**config.mk**
```make
export PLATFORM = sky130hd
export DESIGN_NAME = disp_blank_wd
export DESIGN_NICKNAME = d
export VERILOG_FILES = /design/src/rtl/disp_blank_wd_pkg.sv /design/src/rtl/blk_act_timer.sv /design/src/rtl/blk_cmd_arb.sv /design/src/rtl/blk_wd_fsm.sv /design/src/rtl/disp_blank_wd.sv
export SDC_FILE = /design/constraint.sdc
export NUM_CORES = 1
export LEC_CHECK = 0
export BUFFER_PORTS_ARGS = -buffer_cell sky130_fd_sc_hd__buf_2
export CORE_ASPECT_RATIO = 1.25
export CORE_MARGIN = 3
export CORE_UTILIZATION = 35
export CTS_BUF_LIST = sky130_fd_sc_hd__clkbuf_4 sky130_fd_sc_hd__clkbuf_8 sky130_fd_sc_hd__clkbuf_16
export CTS_CLUSTER_DIAMETER = 80
export DETAILED_ROUTE_END_ITERATION = 16
export PLACE_DENSITY_LB_ADDON = 0.1
export SLEW_MARGIN = 20
export SYNTH_ARGS = -nofsm -noshare
export SYNTH_HDL_FRONTEND = slang
export SYNTH_SLANG_ARGS = --single-unit
```
**constraint.sdc**
```tcl
create_clock -name clk -period 2.3 [get_ports clk]
set_clock_uncertainty 0.05 [all_clocks]
set_input_delay 0.115 -clock clk [delete_from_list [all_inputs] [get_ports clk]]
set_output_delay 0.115 -clock clk [all_outputs]
set_load 0.005 [all_outputs]
```
**src/rtl/disp_blank_wd_pkg.sv**
```systemverilog
package disp_blank_wd_pkg;

    typedef enum logic [1:0] {
        ST_RUN   = 2'd0,
        ST_STALE = 2'd1,
        ST_HELD  = 2'd2
    } wd_state_e;

    typedef enum logic [1:0] {
        CMD_NONE    = 2'd0,
        CMD_BLANK   = 2'd1,
        CMD_RESTORE = 2'd2
    } man_cmd_e;

endpackage

```
**src/rtl/blk_act_timer.sv**
```systemverilog
module blk_act_timer #(
    parameter int TIMEOUT_CYC = 1000
) (
    input  logic clk,
    input  logic rst_n,
    input  logic reload,
    output logic expired
);
    localparam int CW = $clog2(TIMEOUT_CYC + 1);
    localparam logic [CW-1:0] LOAD_VAL = CW'(TIMEOUT_CYC);

    logic [CW-1:0] remain_q;

    // Any event reloads; otherwise count down to zero and hold there.
    always_ff @(posedge clk or negedge rst_n) begin
        if (!rst_n) begin
            remain_q <= LOAD_VAL;
        end else if (reload) begin
            remain_q <= LOAD_VAL;
        end else if (remain_q != '0) begin
            remain_q <= remain_q - 1'b1;
        end
    end

    assign expired = (remain_q == '0);
endmodule

```
**src/rtl/blk_cmd_arb.sv**
```systemverilog
module blk_cmd_arb
    import disp_blank_wd_pkg::*;
(
    input  logic     blank_cmd,
    input  logic     restore_cmd,
    output man_cmd_e cmd
);
    // Restore outranks blank when both are present.
    always_comb begin
        if (restore_cmd) begin
            cmd = CMD_RESTORE;
        end else if (blank_cmd) begin
            cmd = CMD_BLANK;
        end else begin
            cmd = CMD_NONE;
        end
    end
endmodule

```
**src/rtl/blk_wd_fsm.sv**
```systemverilog
module blk_wd_fsm
    import disp_blank_wd_pkg::*;
(
    input  logic     clk,
    input  logic     rst_n,
    input  logic     evt,
    input  logic     expired,
    input  man_cmd_e cmd,
    output wd_state_e state,
    output logic     seg_clr_n,
    output logic     man_blank
);
    wd_state_e state_q, state_d;

    always_ff @(posedge clk or negedge rst_n) begin
        if (!rst_n) begin
            state_q <= ST_RUN;
        end else begin
            state_q <= state_d;
        end
    end

    always_comb begin
        state_d = state_q;
        unique case (state_q)
            ST_RUN: begin
                if (cmd == CMD_BLANK) begin
                    state_d = ST_HELD;            // T_BLANK
                end else if (expired && !evt) begin
                    state_d = ST_STALE;           // T_EXPIRE
                end
            end
            ST_STALE: begin
                if (cmd == CMD_BLANK) begin
                    state_d = ST_HELD;            // T_BLANK
                end else if (evt) begin
                    state_d = ST_RUN;             // T_RESUME
                end
            end
            ST_HELD: begin
                if (cmd == CMD_RESTORE) begin
                    if (evt || !expired) begin
                        state_d = ST_RUN;         // T_RELEASE_LIVE
                    end else begin
                        state_d = ST_STALE;       // T_RELEASE_STALE
                    end
                end
            end
            default: state_d = ST_STALE;
        endcase
    end

    always_comb begin
        seg_clr_n = 1'b0;
        man_blank = 1'b0;
        unique case (state_q)
            ST_RUN:   seg_clr_n = 1'b1;
            ST_STALE: seg_clr_n = 1'b0;
            ST_HELD:  man_blank = 1'b1;
            default:  seg_clr_n = 1'b0;
        endcase
    end

    assign state = state_q;
endmodule

```
**src/rtl/disp_blank_wd.sv**
```systemverilog
module disp_blank_wd
    import disp_blank_wd_pkg::*;
#(
    parameter int TIMEOUT_CYC = 1000
) (
    input  logic clk,
    input  logic rst_n,
    input  logic field_stb,
    input  logic seg_stb,
    input  logic blank_cmd,
    input  logic restore_cmd,
    output logic seg_clr_n,
    output logic man_blank
);
    logic      evt;
    logic      expired;
    man_cmd_e  cmd;
    wd_state_e state;

    assign evt = field_stb | seg_stb;

    blk_act_timer #(.TIMEOUT_CYC(TIMEOUT_CYC)) u_timer (
        .clk     (clk),
        .rst_n   (rst_n),
        .reload  (evt),
        .expired (expired)
    );

    blk_cmd_arb u_arb (
        .blank_cmd   (blank_cmd),
        .restore_cmd (restore_cmd),
        .cmd         (cmd)
    );

    blk_wd_fsm u_fsm (
        .clk       (clk),
        .rst_n     (rst_n),
        .evt       (evt),
        .expired   (expired),
        .cmd       (cmd),
        .state     (state),
        .seg_clr_n (seg_clr_n),
        .man_blank (man_blank)
    );
endmodule

```
==> summary.md, run 1 <==
| Metric | Value |
|---|---|
| Switch share | `25.6%` |
| Final Hold Viols | `0` |
| Comb power frac | `a little under an eighth` |
| Hpwl dp | `977 um` |
| DR vias | `~530` |
| Worst hold path startpoint | `restore_cmd` |
| Crit path DAT | `2.03 ns` |
| Top cells by area, synth | `dfstp_2 (24%), dfrtp_1 (22%), xnor2_1 (5.2%)` |
| Main combinational cell family by area after synthesis | `simple AND/OR/NAND/NOR gates` |
| Critical Path RT | `between 2 and 2.5 ns` |
| Hold Path Cell Cnt | `3` |
| Routed WL | `1.30 mm` |
| Final Cycle Share | `around 80%` |
| Yosys top cell area share | `23.6%` |
| Clock Sinks | `12` |
| Final min period | `~1.9 ns` |
| Achievable frequency | `~540 MHz` |
| DR iter-0 viols | `11` |
| Register area | `308 um2` |
| Avg Cell Area, Syn | `9.97 um2` |
| Total grt overflow | `0` |
| Vias in the first global route | `504` |
| # rows | `17` |
| Clock Power Share | `35.3%` |
| Internal Power | `0.000323 W` |
| Setup TNS | `0 ns` |
| Final ANT Viol Nets | `0` |
| H-tree levels | `1` |
| Crit path capture type | `flop` |
| Unrepaired setup endpoints after global routing | `false` |
| Most used flip-flop cell after synthesis | `dfstp_2` |
| Power Dens Cells | `around 570 nW/um2` |
| Cell count after synthesis | `67` |
| Port bufs | `7` |
| Synth warnings | `0` |
| CTS max path bufs | `2` |
| Synth async-reset ratio | `100%` |
| P_sw | `0.000111 W` |
| Die span in y | `approximately 55 um` |
| Initial antenna violation count | `0` |
| Max-slew violations | `0` |
| Reg-to-Reg Start | `u_timer.remain_q[0]` |
| Initial Util | `37.4%` |
| HP Class | `input port to flop` |
| Fill cell count | `between 150 and 200` |
| Total die area | `2470 um2` |
| Reg2Reg Capture Point | `u_fsm.state[0]` |
| Global-route wire length before repair | `between 2 and 2.5 mm` |
| CTS buffer count | `3` |
| Clock latency on the worst-skew pair | `0.28 ns` |
| Synthesized area | `around 670 um2` |
| Post-synthesis mux area share | `0%` |
| Sequential power share | `between 50% and 60%` |
| Worst Path Max Fanout | `6` |
| R2R Setup Slk | `~0.44 ns` |
| Area leader, netlist | `dfstp_2` |
| Post-synth top cells | `nand2_1 (7), dfrtp_1 (6), dfstp_2 (6), nor2_1 (5)` |
| Final non-filler cell total | `97` |
| Root buffer cell | `clkbuf_4` |
| Residual DRC count | `0` |
| Area share of xor/xnor cells in the synthesized design | `5.24%` |
| WL/cell | `13.4 um` |
| RD Place Congestion | `0.692` |
| Hold_buf cts | `1` |
| Ratio of cells with drive above 1 in the final layout | `~30%` |
| Die Wd | `45.1 um` |
| GRT Overall Usage | `13.0%` |
| Initial DRT Pass Iterations | `4` |
| LEAKAGE | `slightly below 0.3 nW` |
| Antenna cells | `0` |
| Post-Synth Adder-Cell Area | `3.75%` |
| Area fraction in and, or, nand and nor cells after synthesis | `24.3%` |
| Hold EP | `u_fsm.state[1]` |
| # IOs | `8` |
| Clk slew on worst S/H paths | `0.08 ns` |
| Final setup viols | `0` |
| WS Path Type | `flop to flop` |
| Synth cell types | `28` |
| R2R cell count | `6` |
| Max_slew headroom | `around 71%` |
| Critical Path Start Type | `flop` |
| Post-synthesis compound-gate area fraction | `17.8%` |
| Core area | `1790 um2` |
| Max VDD drop | `0.000275 V` |
| Worst-margin pin slew | `0.436 ns` |
| Largest net degree at the start of global routing | `13` |
| Top-count cell post-synth | `nand2_1` |
| Post-CTS setup buffers | `0` |
| CTS tree | `built` |
| Area of the multi-input gates | `342 um2` |
| Status | `completed` |
| Synth-to-Final Area Change | `14.2%` |
| Number of synthesized flops with an enable pin | `0` |
| Final nets | `87` |
| Max cap viols | `0` |
| Post-CTS sizing | `0` |
| Number of synthesized register bits | `12` |
| Placed insts | `92` |
| Seq/Total Area, Yosys | `46.1%` |
| Synthesized net count | `75` |
| DR vias/cell | `between 5 and 6` |
-- how the worst max path moves through the flow --
stage / slack, ns / from / cells after the start / endpoint
after floorplan: 0.64 / u_timer.remain_q[0] / 6 / u_timer.remain_q[5]
final: 0.44 / u_timer.remain_q[0] / 6 / u_fsm.state[0]
after global placement: 0.50 / u_timer.remain_q[1] / 6 / u_fsm.state[0]
after detailed placement: 0.45 / u_timer.remain_q[0] / 6 / u_fsm.state[0]
after CTS: 0.44 / u_timer.remain_q[0] / 6 / u_fsm.state[0]
after global routing: 0.19 / u_timer.remain_q[0] / 6 / u_fsm.state[0]
-- per-layer routing --
metal  track usage (%)  part of all wire (%)  wire (um)
met1              14.3                    44        573
met2              21.9                    49        643
met3              2.96                   3.5         46
met4              8.78                   2.8         36
met5                 0                     0          0
-- power groups by stage --
| stage | Combinational, W | Clock [W] | Sequential, W |
|---|---|---|---|
| 5_1_grt | 0.0000585 | 0.000169 | 0.000230 |
| 6_report | 0.0000514 | 0.000153 | 0.000229 |
| 4_1_cts | 0.0000530 | 0.000157 | 0.000229 |
| 3_5_place_dp | 0.0000514 | 0 | 0.000233 |
| 3_3_place_gp | 0.0000511 | 0 | 0.000233 |
| 2_1_floorplan | 0.0000332 | 0 | 0.000230 |
-- flip-flops by register name, summed over array words and instances (netlist names) --
register / cells
u_fsm.state: 2
u_timer.remain_q: 10
-- cell type report --
type | instances | area share [%]
sequential | 12 | 40.3
clock buffer | 4 | 3.93
timing repair buffer | 8 | 5.90
multi-input combinational | 50 | 44.8
tap | 19 | 3.11
inverter | 4 | 1.97
-- layout by cell type (no fill, tap or decap) --
master         count
nand3b_1           1
buf_2              7
or3_4              1
o22a_1             1
dfrtp_1            6
dfstp_2            6
clkbuf_4           4
a211oi_1           3
or2_2              1
nor2_1             5
nand3_1            4
a2111oi_2          1
o21a_1             1
a21oi_1            3
nor3_1             3
nor3b_2            1
xnor2_1            4
a21o_1             1
dlygate4sd3_1      1
o31ai_1            2
nand2_1            7
a2111oi_1          1
inv_1              4
nor2b_1            3
ha_1               2
or4_1              1
a211o_1            1
nor3_2             1
o2111ai_1          1
or3b_2             1
-- critical path: stages, from the launching register on --
cell and delay, ns:
dfrtp_1 0.44, inv_1 0.13, ha_1 0.19, nor3b_2 0.34
nand3_1 0.27, a211oi_1 0.25, o22a_1 0.15
-- through the flow --
stage | util, % | hold WS (ns) | cell area, um2 | worst slack, ns | total power [W]
final | 42.7 | 0.0400 | 763 | 0.444 | 0.000434
after global routing | 42.7 | 0.0514 | 763 | 0.194 | 0.000458
after CTS | 42.7 | 0.0425 | 763 | 0.441 | 0.000439
after detailed placement | 40.5 | -0.0334 | 723 | 0.454 | 0.000284
after global placement | 40.5 | -0.0385 | 723 | 0.502 | 0.000284
after floorplan | - | -0.231 | 668 | 0.643 | 0.000263
-- cells by family (layout without fill, tap and decap cells) --
logic type | Yosys count | in the layout
compound gates | 15 | 15
fa+ha+maj | 2 | 2
xor+xnor | 4 | 4
buf+inv | 5 | 16
simple gates | 29 | 29
flops | 12 | 12
(Power assumes the default switching activity.)
==> run 2: changes to the inputs <==
- clock period: 2.3 -> 1.57 ns (I/O delays scaled with it)
==> run 2 against run 1 <==
- the flow now finishes with violations (negative setup slack)
- register-to-register slack worse by 0.49 ns
- clock power up 64%
- fmax up 15%
- via count up 6.3%
- die area unchanged
- combinational power up 130%
==> summary.md, run 2 (synthesized netlist as in run 1, its figures left out) <==
| Metric | Value |
|---|---|
| Status | `finished, violations left` |
| Failing checks | `negative setup slack` |
| Final Cycle Share | `103% (+22 points)` |
| Total grt overflow | `0 (unchanged)` |
| # IOs | `8 (unchanged)` |
| H-tree levels | `1 (unchanged)` |
| R2R Setup Slk | `-0.04 ns (-0.49 ns)` |
| Pwr Total | `0.000703 W (+62%)` |
| Largest net degree at the start of global routing | `13 (unchanged)` |
| Max FFs per register | `10 (unchanged)` |
| Initial Util | `37.4% (unchanged)` |
| Root buffer cell | `clkbuf_4` |
| Clock Power Share | `35.7% (+0.4 points)` |
| Global-route wire length before repair | `2.35 mm (+7.3%)` |
| P_sw | `0.000177 W (+59%)` |
| Antenna cells | `0 (unchanged)` |
| Crit path capture type | `flop` |
| Synth-to-Final Area Change | `36.9%` |
| Internal Power | `0.000526 W (+63%)` |
| WL/cell | `13.3 um (-0.79%)` |
| Commonest non-fill, non-tap cells in the layout | `buf_4 (11), buf_2 (7), nand2_1 (6), dfrtp_1 (6), dfstp_2 (6)` |
| Hold EP | `u_fsm.state[1]` |
| Final nets | `98 (+13%)` |
| Clock latency on the worst-skew pair | `0.27 ns (about the same)` |
| Max cap viols | `0 (unchanged)` |
| Final min period | `1.61 ns (-0.244 ns)` |
| Final Hold Viols | `0 (unchanged)` |
| CTS max path bufs | `2 (unchanged)` |
| DR vias | `561 (+6.3%)` |
| Initial antenna violation count | `0 (unchanged)` |
| Ratio of cells with drive above 1 in the final layout | `48.3% (+19 points)` |
| Worst hold slack | `0.0152 ns (-0.0248 ns)` |
| Worst hold path startpoint | `restore_cmd` |
| Reg2Reg Capture Point | `u_fsm.state[0]` |
| Met2 usage in global routing | `24.1% (+2.1 points)` |
| Reg-to-Reg Start | `u_timer.remain_q[0]` |
| Final non-filler cell total | `108 (+11%)` |
| Fill cell count | `172 (-5.5%)` |
| Met3 Track Usage GR | `2.96% (unchanged)` |
| CTS buffer count | `3 (unchanged)` |
| Max-slew violations | `0 (unchanged)` |
| Hold Path Cell Cnt | `3 (unchanged)` |
| Comb power frac | `16.7% (+4.8 points)` |
| Critical Path RT | `1.74 ns (-0.74 ns)` |
| Total die area | `2470 um2 (unchanged)` |
| Clock Sinks | `12 (unchanged)` |
| Top reg by flops | `u_timer.remain_q` |
| Placed insts | `99 (+7.6%)` |
| Final ANT Viol Nets | `0 (unchanged)` |
| Initial DRT Pass Iterations | `3 (-1)` |
| Register area | `308 um2 (unchanged)` |
| DR iter-0 viols | `8 (-3)` |
| RD Place Congestion | `0.798 (+15%)` |
| Critical Path Start Type | `flop` |
| Clk slew on worst S/H paths | `0.08 ns (about the same)` |
| Routed WL | `1.44 mm (+10%)` |
| Commonest non-fill, non-tap cell in the layout | `buf_4` |
| GRT Overall Usage | `13.4% (+0.39 points)` |
| Residual DRC count | `0 (unchanged)` |
| HP Class | `input port to flop` |
| Switch share | `25.2% (-0.44 points)` |
| Power Dens Cells | `769 nW/um2 (+35%)` |
| Final setup viols | `6 (+6)` |
| # rows | `17 (unchanged)` |
| Port bufs | `7 (unchanged)` |
| LEAKAGE | `0.382 nW (+29%)` |
| Max VDD drop | `0.000346 V (+26%)` |
| Sequential power share | `47.6% (-5.2 points)` |
| Crit path DAT | `1.78 ns (-0.25 ns)` |
| Hpwl dp | `1.06 mm (+8.5%)` |
| Max_slew headroom | `72.4% (+1.6 points)` |
| Vias in the first global route | `538 (+6.7%)` |
| Die Wd | `45.1 um (unchanged)` |
| DR vias/cell | `5.19 (-4.6%)` |
| WS Path Type | `flop to flop` |
| Worst Path Max Fanout | `5 (-1)` |
| Unrepaired setup endpoints after global routing | `true` |
| GR Util met1 | `14.9% (+0.54 points)` |
| CTS tree | `built` |
| Most used routing layer in global routing | `met2` |
| Worst-margin pin slew | `0.413 ns (-0.0230 ns)` |
| Die span in y | `54.9 um (unchanged)` |
| Final WS setup | `-0.0423 ns (-0.486 ns)` |
| Area of the multi-input gates | `404 um2 (+18%)` |
| Achievable frequency | `620 MHz (+15%)` |
| R2R cell count | `6 (unchanged)` |
| Core area | `1790 um2 (unchanged)` |
## run 2: power groups by stage
stage               clock network [W]  logic [W]  registers, W
CTS                          0.000263   0.000109      0.000334
floorplan                           0  0.0000556      0.000338
finish                       0.000251   0.000118      0.000335
global placement                    0   0.000102      0.000339
detailed placement                  0   0.000103      0.000339
global route                 0.000270   0.000131      0.000336
## run 2: layout make-up
type                    count  share of cell area (%)
inverters                   4                    1.64
multi-input cells          50                    44.2
well taps                  19                    2.60
flip-flops and latches     12                    33.7
clock buffers               4                    3.97
repair buffers             19                    14.0
## run 2: worst max-delay path by stage
stage          cells after the start  slack [ns]                   to                start
6_report                           6       -0.04       u_fsm.state[0]  u_timer.remain_q[0]
5_1_grt                            6       -0.13       u_fsm.state[0]  u_timer.remain_q[1]
4_1_cts                            6       -0.05       u_fsm.state[0]  u_timer.remain_q[1]
3_5_place_dp                       6       -0.06       u_fsm.state[0]  u_timer.remain_q[1]
3_3_place_gp                       6       -0.06       u_fsm.state[0]  u_timer.remain_q[0]
2_1_floorplan                      6        0.03  u_timer.remain_q[6]  u_timer.remain_q[0]
## run 2: worst max-delay path, cell delays in order, from the launching register on
cell	delay (ns)
dfrtp_1	0.43
inv_2	0.12
ha_4	0.14
nor3b_4	0.36
nand3_4	0.15
a211oi_2	0.16
o22a_1	0.15
## run 2: stage by stage
step | cell area (um2) | setup slack, ns | util, % | setup TNS, ns
after detailed placement | 807 | -0.0614 | 45.2 | -0.0614
after global placement | 807 | -0.0618 | 45.2 | -0.0717
after global routing | 915 | -0.129 | 51.2 | -0.862
after CTS | 870 | -0.0518 | 48.7 | -0.0910
after floorplan | 699 | 0.0296 | - | 0
final | 915 | -0.0423 | 51.2 | -0.162
## run 2: what timing repair did
item | CTS | global route
endpoints found under the setup margin | 3 | 10
hold buffers | 1 | 0
hold endpoints to repair | 12 | 0
gates resized for setup | 2 | 4
gates cloned | 0 | 0
pin swaps | 2 | 3
buffers inserted | 1 | 3
## run 2: per-layer routing
| metal | up-vias | routed length, um |
|---|---|---|
| met2 | 7 | 722 |
| met3 | 4 | 38 |
| li1 | 285 | - |
| met1 | 265 | 652 |
| met4 | 0 | 23 |
| met5 | - | 0 |
